File: config.mk
export PLATFORM = sky130hd
export DESIGN_NAME = noise_lfsr_gen
export DESIGN_NICKNAME = d
export VERILOG_FILES = /design/src/rtl/noise_lfsr_pkg.sv /design/src/rtl/noise_lfsr_pipe.sv /design/src/rtl/noise_lfsr_hold.sv /design/src/rtl/noise_lfsr_core.sv /design/src/rtl/noise_lfsr_gen.sv
export SDC_FILE = /design/constraint.sdc
export NUM_CORES = 1
export LEC_CHECK = 0
export BUFFER_PORTS_ARGS = -buffer_cell sky130_fd_sc_hd__buf_2
export CAP_MARGIN = 20
export CORE_MARGIN = 1.5
export CORE_UTILIZATION = 51
export CTS_CLUSTER_SIZE = 12
export DETAILED_ROUTE_END_ITERATION = 16
export PLACE_DENSITY = 0.83
export RECOVER_POWER = 50
export SYNTH_ARGS = -nofsm -noshare
export SYNTH_HDL_FRONTEND = slang
export SYNTH_SLANG_ARGS = --single-unit
File: constraint.sdc
create_clock -name clk -period 1.75 [get_ports clk]
set_input_delay 0.175 -clock clk [delete_from_list [all_inputs] [get_ports clk]]
set_output_delay 0.175 -clock clk [all_outputs]
set_load 0.05 [all_outputs]
File: src/rtl/noise_lfsr_pkg.sv
package noise_lfsr_pkg;

    typedef enum logic [1:0] {
        PIPE_IDLE = 2'd0,
        PIPE_ARM  = 2'd1,
        PIPE_LAST = 2'd2
    } pipe_state_e;

    typedef enum logic [1:0] {
        HOLD_RUN   = 2'd0,
        HOLD_COUNT = 2'd1,
        HOLD_DONE  = 2'd2
    } hold_state_e;

    // Number of register bits routed to the noise word.
    localparam int NOISE_TAPS = 8;

    // Register bit feeding noise_out[4+j], for j = 0 .. NOISE_TAPS-1.
    localparam int TAP_POS [NOISE_TAPS] = '{2, 4, 7, 11, 13, 16, 20, 22};

endpackage

File: src/rtl/noise_lfsr_pipe.sv
module noise_lfsr_pipe
    import noise_lfsr_pkg::*;
(
    input  logic clk,
    input  logic rst,
    input  logic edge_stb,
    input  logic test_hold,
    output logic fire
);

    pipe_state_e state_q, state_d;

    always_comb begin
        state_d = state_q;
        if (test_hold) begin
            state_d = PIPE_IDLE;
        end else if (edge_stb) begin
            state_d = PIPE_ARM;
        end else begin
            unique case (state_q)
                PIPE_IDLE: state_d = PIPE_IDLE;
                PIPE_ARM:  state_d = PIPE_LAST;
                PIPE_LAST: state_d = PIPE_IDLE;
                default:   state_d = PIPE_IDLE;
            endcase
        end
    end

    always_ff @(posedge clk) begin
        if (rst) state_q <= PIPE_IDLE;
        else     state_q <= state_d;
    end

    // Shift at the second edge after the strobe, unless re-armed or frozen.
    always_comb begin
        fire = (state_q == PIPE_LAST) && !test_hold && !edge_stb;
    end

endmodule

File: src/rtl/noise_lfsr_hold.sv
module noise_lfsr_hold
    import noise_lfsr_pkg::*;
#(
    parameter int HOLD_CYCLES = 32768
) (
    input  logic clk,
    input  logic rst,
    input  logic test_hold,
    output logic force_set,
    output logic leave
);

    localparam int CNT_W = $clog2(HOLD_CYCLES + 1);
    localparam logic [CNT_W-1:0] LAST_CNT = CNT_W'(HOLD_CYCLES - 1);

    hold_state_e       state_q, state_d;
    logic [CNT_W-1:0]  cnt_q, cnt_d;

    always_comb begin
        state_d = state_q;
        cnt_d   = cnt_q;
        if (!test_hold) begin
            state_d = HOLD_RUN;
            cnt_d   = '0;
        end else begin
            unique case (state_q)
                HOLD_RUN: begin
                    if (HOLD_CYCLES <= 1) begin
                        state_d = HOLD_DONE;
                    end else begin
                        state_d = HOLD_COUNT;
                        cnt_d   = CNT_W'(1);
                    end
                end
                HOLD_COUNT: begin
                    if (cnt_q == LAST_CNT) state_d = HOLD_DONE;
                    else                   cnt_d   = cnt_q + CNT_W'(1);
                end
                HOLD_DONE: state_d = HOLD_DONE;
                default:   state_d = HOLD_RUN;
            endcase
        end
    end

    always_ff @(posedge clk) begin
        if (rst) begin
            state_q <= HOLD_RUN;
            cnt_q   <= '0;
        end else begin
            state_q <= state_d;
            cnt_q   <= cnt_d;
        end
    end

    always_comb begin
        force_set = 1'b0;
        if (test_hold) begin
            unique case (state_q)
                HOLD_RUN:   force_set = (HOLD_CYCLES <= 1);
                HOLD_COUNT: force_set = (cnt_q == LAST_CNT);
                default:    force_set = 1'b0;
            endcase
        end
        leave = (state_q != HOLD_RUN) && !test_hold;
    end

endmodule

File: src/rtl/noise_lfsr_core.sv
module noise_lfsr_core
    import noise_lfsr_pkg::*;
#(
    parameter int LFSR_W = 23
) (
    input  logic                  clk,
    input  logic                  rst,
    input  logic                  force_set,
    input  logic                  leave,
    input  logic                  fire,
    input  logic                  wb_en,
    input  logic [NOISE_TAPS-1:0] wb_bits,
    output logic [NOISE_TAPS-1:0] taps
);

    localparam int FB_HI = LFSR_W - 1;
    localparam int FB_LO = LFSR_W - 6;

    logic [LFSR_W-1:0] sr_q;
    logic [LFSR_W-1:0] keep_mask;
    logic [LFSR_W-1:0] masked;
    logic [LFSR_W-1:0] shifted;
    logic              fb;

    always_comb begin
        keep_mask = '1;
        for (int j = 0; j < NOISE_TAPS; j++) begin
            if (wb_en && !wb_bits[j]) keep_mask[TAP_POS[j]] = 1'b0;
        end
        masked  = sr_q & keep_mask;
        fb      = (masked[FB_HI] ^ masked[FB_LO]) | leave;
        shifted = {masked[LFSR_W-2:0], fb};
    end

    always_ff @(posedge clk) begin
        if (rst || force_set) sr_q <= '1;
        else if (fire || leave) sr_q <= shifted;
        else                    sr_q <= masked;
    end

    for (genvar j = 0; j < NOISE_TAPS; j++) begin : g_tap
        assign taps[j] = sr_q[TAP_POS[j]];
    end

endmodule

File: src/rtl/noise_lfsr_gen.sv
module noise_lfsr_gen
    import noise_lfsr_pkg::*;
#(
    parameter int LFSR_W      = 23,
    parameter int OUT_W       = 12,
    parameter int HOLD_CYCLES = 32768
) (
    input  logic                  clk,
    input  logic                  rst,
    input  logic                  acc_edge,
    input  logic                  test_hold,
    input  logic                  wb_en,
    input  logic [NOISE_TAPS-1:0] wb_bits,
    output logic [OUT_W-1:0]      noise_out
);

    localparam int GND_W = OUT_W - NOISE_TAPS;

    logic                  fire;
    logic                  force_set;
    logic                  leave;
    logic [NOISE_TAPS-1:0] taps;

    noise_lfsr_pipe u_pipe (
        .clk       (clk),
        .rst       (rst),
        .edge_stb  (acc_edge),
        .test_hold (test_hold),
        .fire      (fire)
    );

    noise_lfsr_hold #(.HOLD_CYCLES(HOLD_CYCLES)) u_hold (
        .clk       (clk),
        .rst       (rst),
        .test_hold (test_hold),
        .force_set (force_set),
        .leave     (leave)
    );

    noise_lfsr_core #(.LFSR_W(LFSR_W)) u_core (
        .clk       (clk),
        .rst       (rst),
        .force_set (force_set),
        .leave     (leave),
        .fire      (fire),
        .wb_en     (wb_en),
        .wb_bits   (wb_bits),
        .taps      (taps)
    );

    assign noise_out[OUT_W-1 -: NOISE_TAPS] = taps;
    if (GND_W > 0) begin : g_gnd
        assign noise_out[GND_W-1:0] = '0;
    end

endmodule

==> results.cfg <==
[run_status]
run_status = finished with violations
violations = setup timing

[routing]
drc_errors = 0
vias = 1858
ant_nets = 0
first_pass_iters = 4
drt-total-wl_mm = 4.399
vias_per_cell = 5.843
routedWlPerCell_microns = 13.83
drt_iter0_markers = 106

[die]
die_y_microns = 64.83
die_area_sq_um = 4202
io-pin-count = 25
num_rows = 22
core_sq_um = 3661
start_util_pct = 53.25
die_w_microns = 64.83

[worst_setup_path]
critPathBufInv = 4
critPathMaxStageDelay_ns = 0.49
required_ns = 1.96
slowest_stage = or4_1
endpoint_kind = flop
path_class = reg -> reg
cp_top_family = simple AND/OR/NAND/NOR gates
crit_chain = inv_2 -> ha_2 -> buf_4 -> o41ai_4 -> buf_4 -> buf_4 -> or4_1 -> o211ai_1
cp_common_cell = buf_4
startpoint_type = flop
crit_fanout = 5
cp_data_arrival_time_ns = 1.97

[cells_and_area]
multi_input_area_sq_um = 1061
final_util_pct = 65.96
nFillCells = 279
fin_cells = 318
seq_area_sq_um = 865.8
final_cell_area_sq_um = 2415
area.growth.synth_to_final_pct = 23.88
num_antenna_cells = 0
drive_gt1_share_pct = 24.44
final_nets = 285

[clock_network]
cts.sinks = 43
root_buffer = clkbuf_8
hold_buffers = 0
clkLatencyLatePin_ns = 0.30
clockBufferDepth = 2
path_clk_slew_ns = 0.08
cts_made_buffers = 5
cts_tree = yes
cts_max_level = 2

[placed_design]
dp_hpwl_mm = 3.015
placed_cell_area_sq_um = 2271
place_congestion = 0.9298
port_buffers = 20
place_inst = 307

[timing]
hold_viol_final = 0
finalMaxSlewViolations = 0
fin_skew_ns = 0.006179
timing.fmax_mhz = 570.8
hold_slack_ns = 0.09160
worst_slack_ns = -0.002060
slew_headroom_pct = 56.83
worst_pin_slew_ns = 0.6476
min_period_ns = 1.752
setup_viol = 1
fin_crit_sh_pct = 100.1

[synthesis]
synthFlopType = dfxtp_1
avgSynthCellArea_sq_um = 8.703
netlist_area_sq_um = 1949
synthArstFlopShare_pct = 0
ys_seq_elements = 43
yosys-top-cells-count = dfxtp_1 (43), nand2_1 (40), o211ai_1 (19)
yosys.cell_count.top_type = dfxtp_1
synthCells = 224
synth.distinct_cells = 49
synth_edf_count = 0
synth.top_cells.by_area = dfxtp_1 (44%), nand2_1 (7.7%), o211ai_1 (7.3%)
synth_top_area_cell = dfxtp_1
synth-seq-area-share_pct = 44.16
synth_warnings = 0
synth_top_area_share_pct = 44.16

[grt]
grt_max_degree = 24
grt_pass1_vias = 1664
antenna_found_initial = 0
grt_pass1_wl_mm = 7.355
grtUsageTotal_pct = 22.53
gr-total-overflow = 0

[pwr]
p_per_area_nw_per_um2 = 832.8
peakVddDrop_mv = 0.7803
p_leak_nw = 0.9508

[job]
maxCapViolCount = 0

[min_path]
hold_path.class = in -> reg
-- worst paths after layout --
check	startpoint	endpoint	slack [ns]	cells after the start
worst max-delay path	u_hold.state_q[1]	u_hold.cnt_q[13]	-0.002	8
worst max register to register	u_hold.state_q[1]	u_hold.cnt_q[13]	-0.002	8
worst min-delay path	rst	u_pipe.state_q[0]	0.09	2
worst min register to register	u_core.sr_q[5]	u_core.sr_q[6]	0.47	2
-- flip-flops by register name (all words and copies together), names as in the netlist --
signal	flops
u_hold.cnt_q	16
u_pipe.state_q	2
u_hold.state_q	2
u_core.sr_q	23
-- timing repair --
action,in CTS,in global routing
endpoints found under the setup margin,1,36
setup buffers,0,3
gates cloned,0,0
pin swaps,1,5
gates resized for setup,0,13
-- cell families after synthesis --
kind of cell             share of synthesized area [%]
multiplexers                                     1.027
AO/OA/AOI/OAI                                    23.30
AND/OR/NAND/NOR                                  24.20
adder cells (fa/ha/maj)                          1.926
flip-flops                                       44.16
other                                           0.1924
buffers and inverters                            5.199
-- placed cells by master (no fill, tap or decap), types with 4 or more instances in the layout --
cell type and instances:
dfxtp_2 4, nand4_1 4, o21ai_0 11, nor2_1 5, nand2_1 40, inv_1 6
clkbuf_1 10, o211ai_1 19, buf_2 12, clkbuf_8 5, conb_1 4, a21oi_1 11
buf_4 27, dfxtp_1 39, nand3_1 13
-- layout make-up --
cell class,instances,share of cell area (%)
tap,48,2.487
multi-input combinational,163,43.94
inverter,7,1.088
clock buffer,6,3.005
sequential,43,35.85
clock inverter,2,0.5181
timing repair buffer,49,13.11
-- where the power goes --
| group | total, mW | internal (mW) | switching (mW) |
|---|---|---|---|
| logic | 0.330 | 0.107 | 0.223 |
| registers | 1.05 | 1.03 | 0.0258 |
| clock network | 0.629 | 0.279 | 0.349 |
-- routing by layer --
metal  up-vias  wire length, microns  track usage (%)
met1       872                  1984            29.93
met2        63                  2101            35.70
li1        914                     -                -
met5         -                     0                0
met4         0                    84            7.181
met3         9                   229            5.903
-- worst register-to-register path, stage by stage (launching register included) --
cell      delay [ns]
dfxtp_2         0.34
inv_2           0.05
ha_2            0.18
buf_4           0.12
o41ai_4         0.06
buf_4           0.17
buf_4           0.14
or4_1           0.49
o211ai_1        0.12
-- through the flow --
step           total power [mW]    TNS, ns  worst slack, ns
5_1_grt                   2.104    -0.1083         -0.03896
2_1_floorplan             1.306    -0.2841         -0.02454
6_report                  2.011  -0.002060        -0.002060
3_5_place_dp              1.400          0          0.01944
4_1_cts                   2.017          0         0.008527
3_3_place_gp              1.395          0          0.06573
Power figures use the tool's default switching activity.
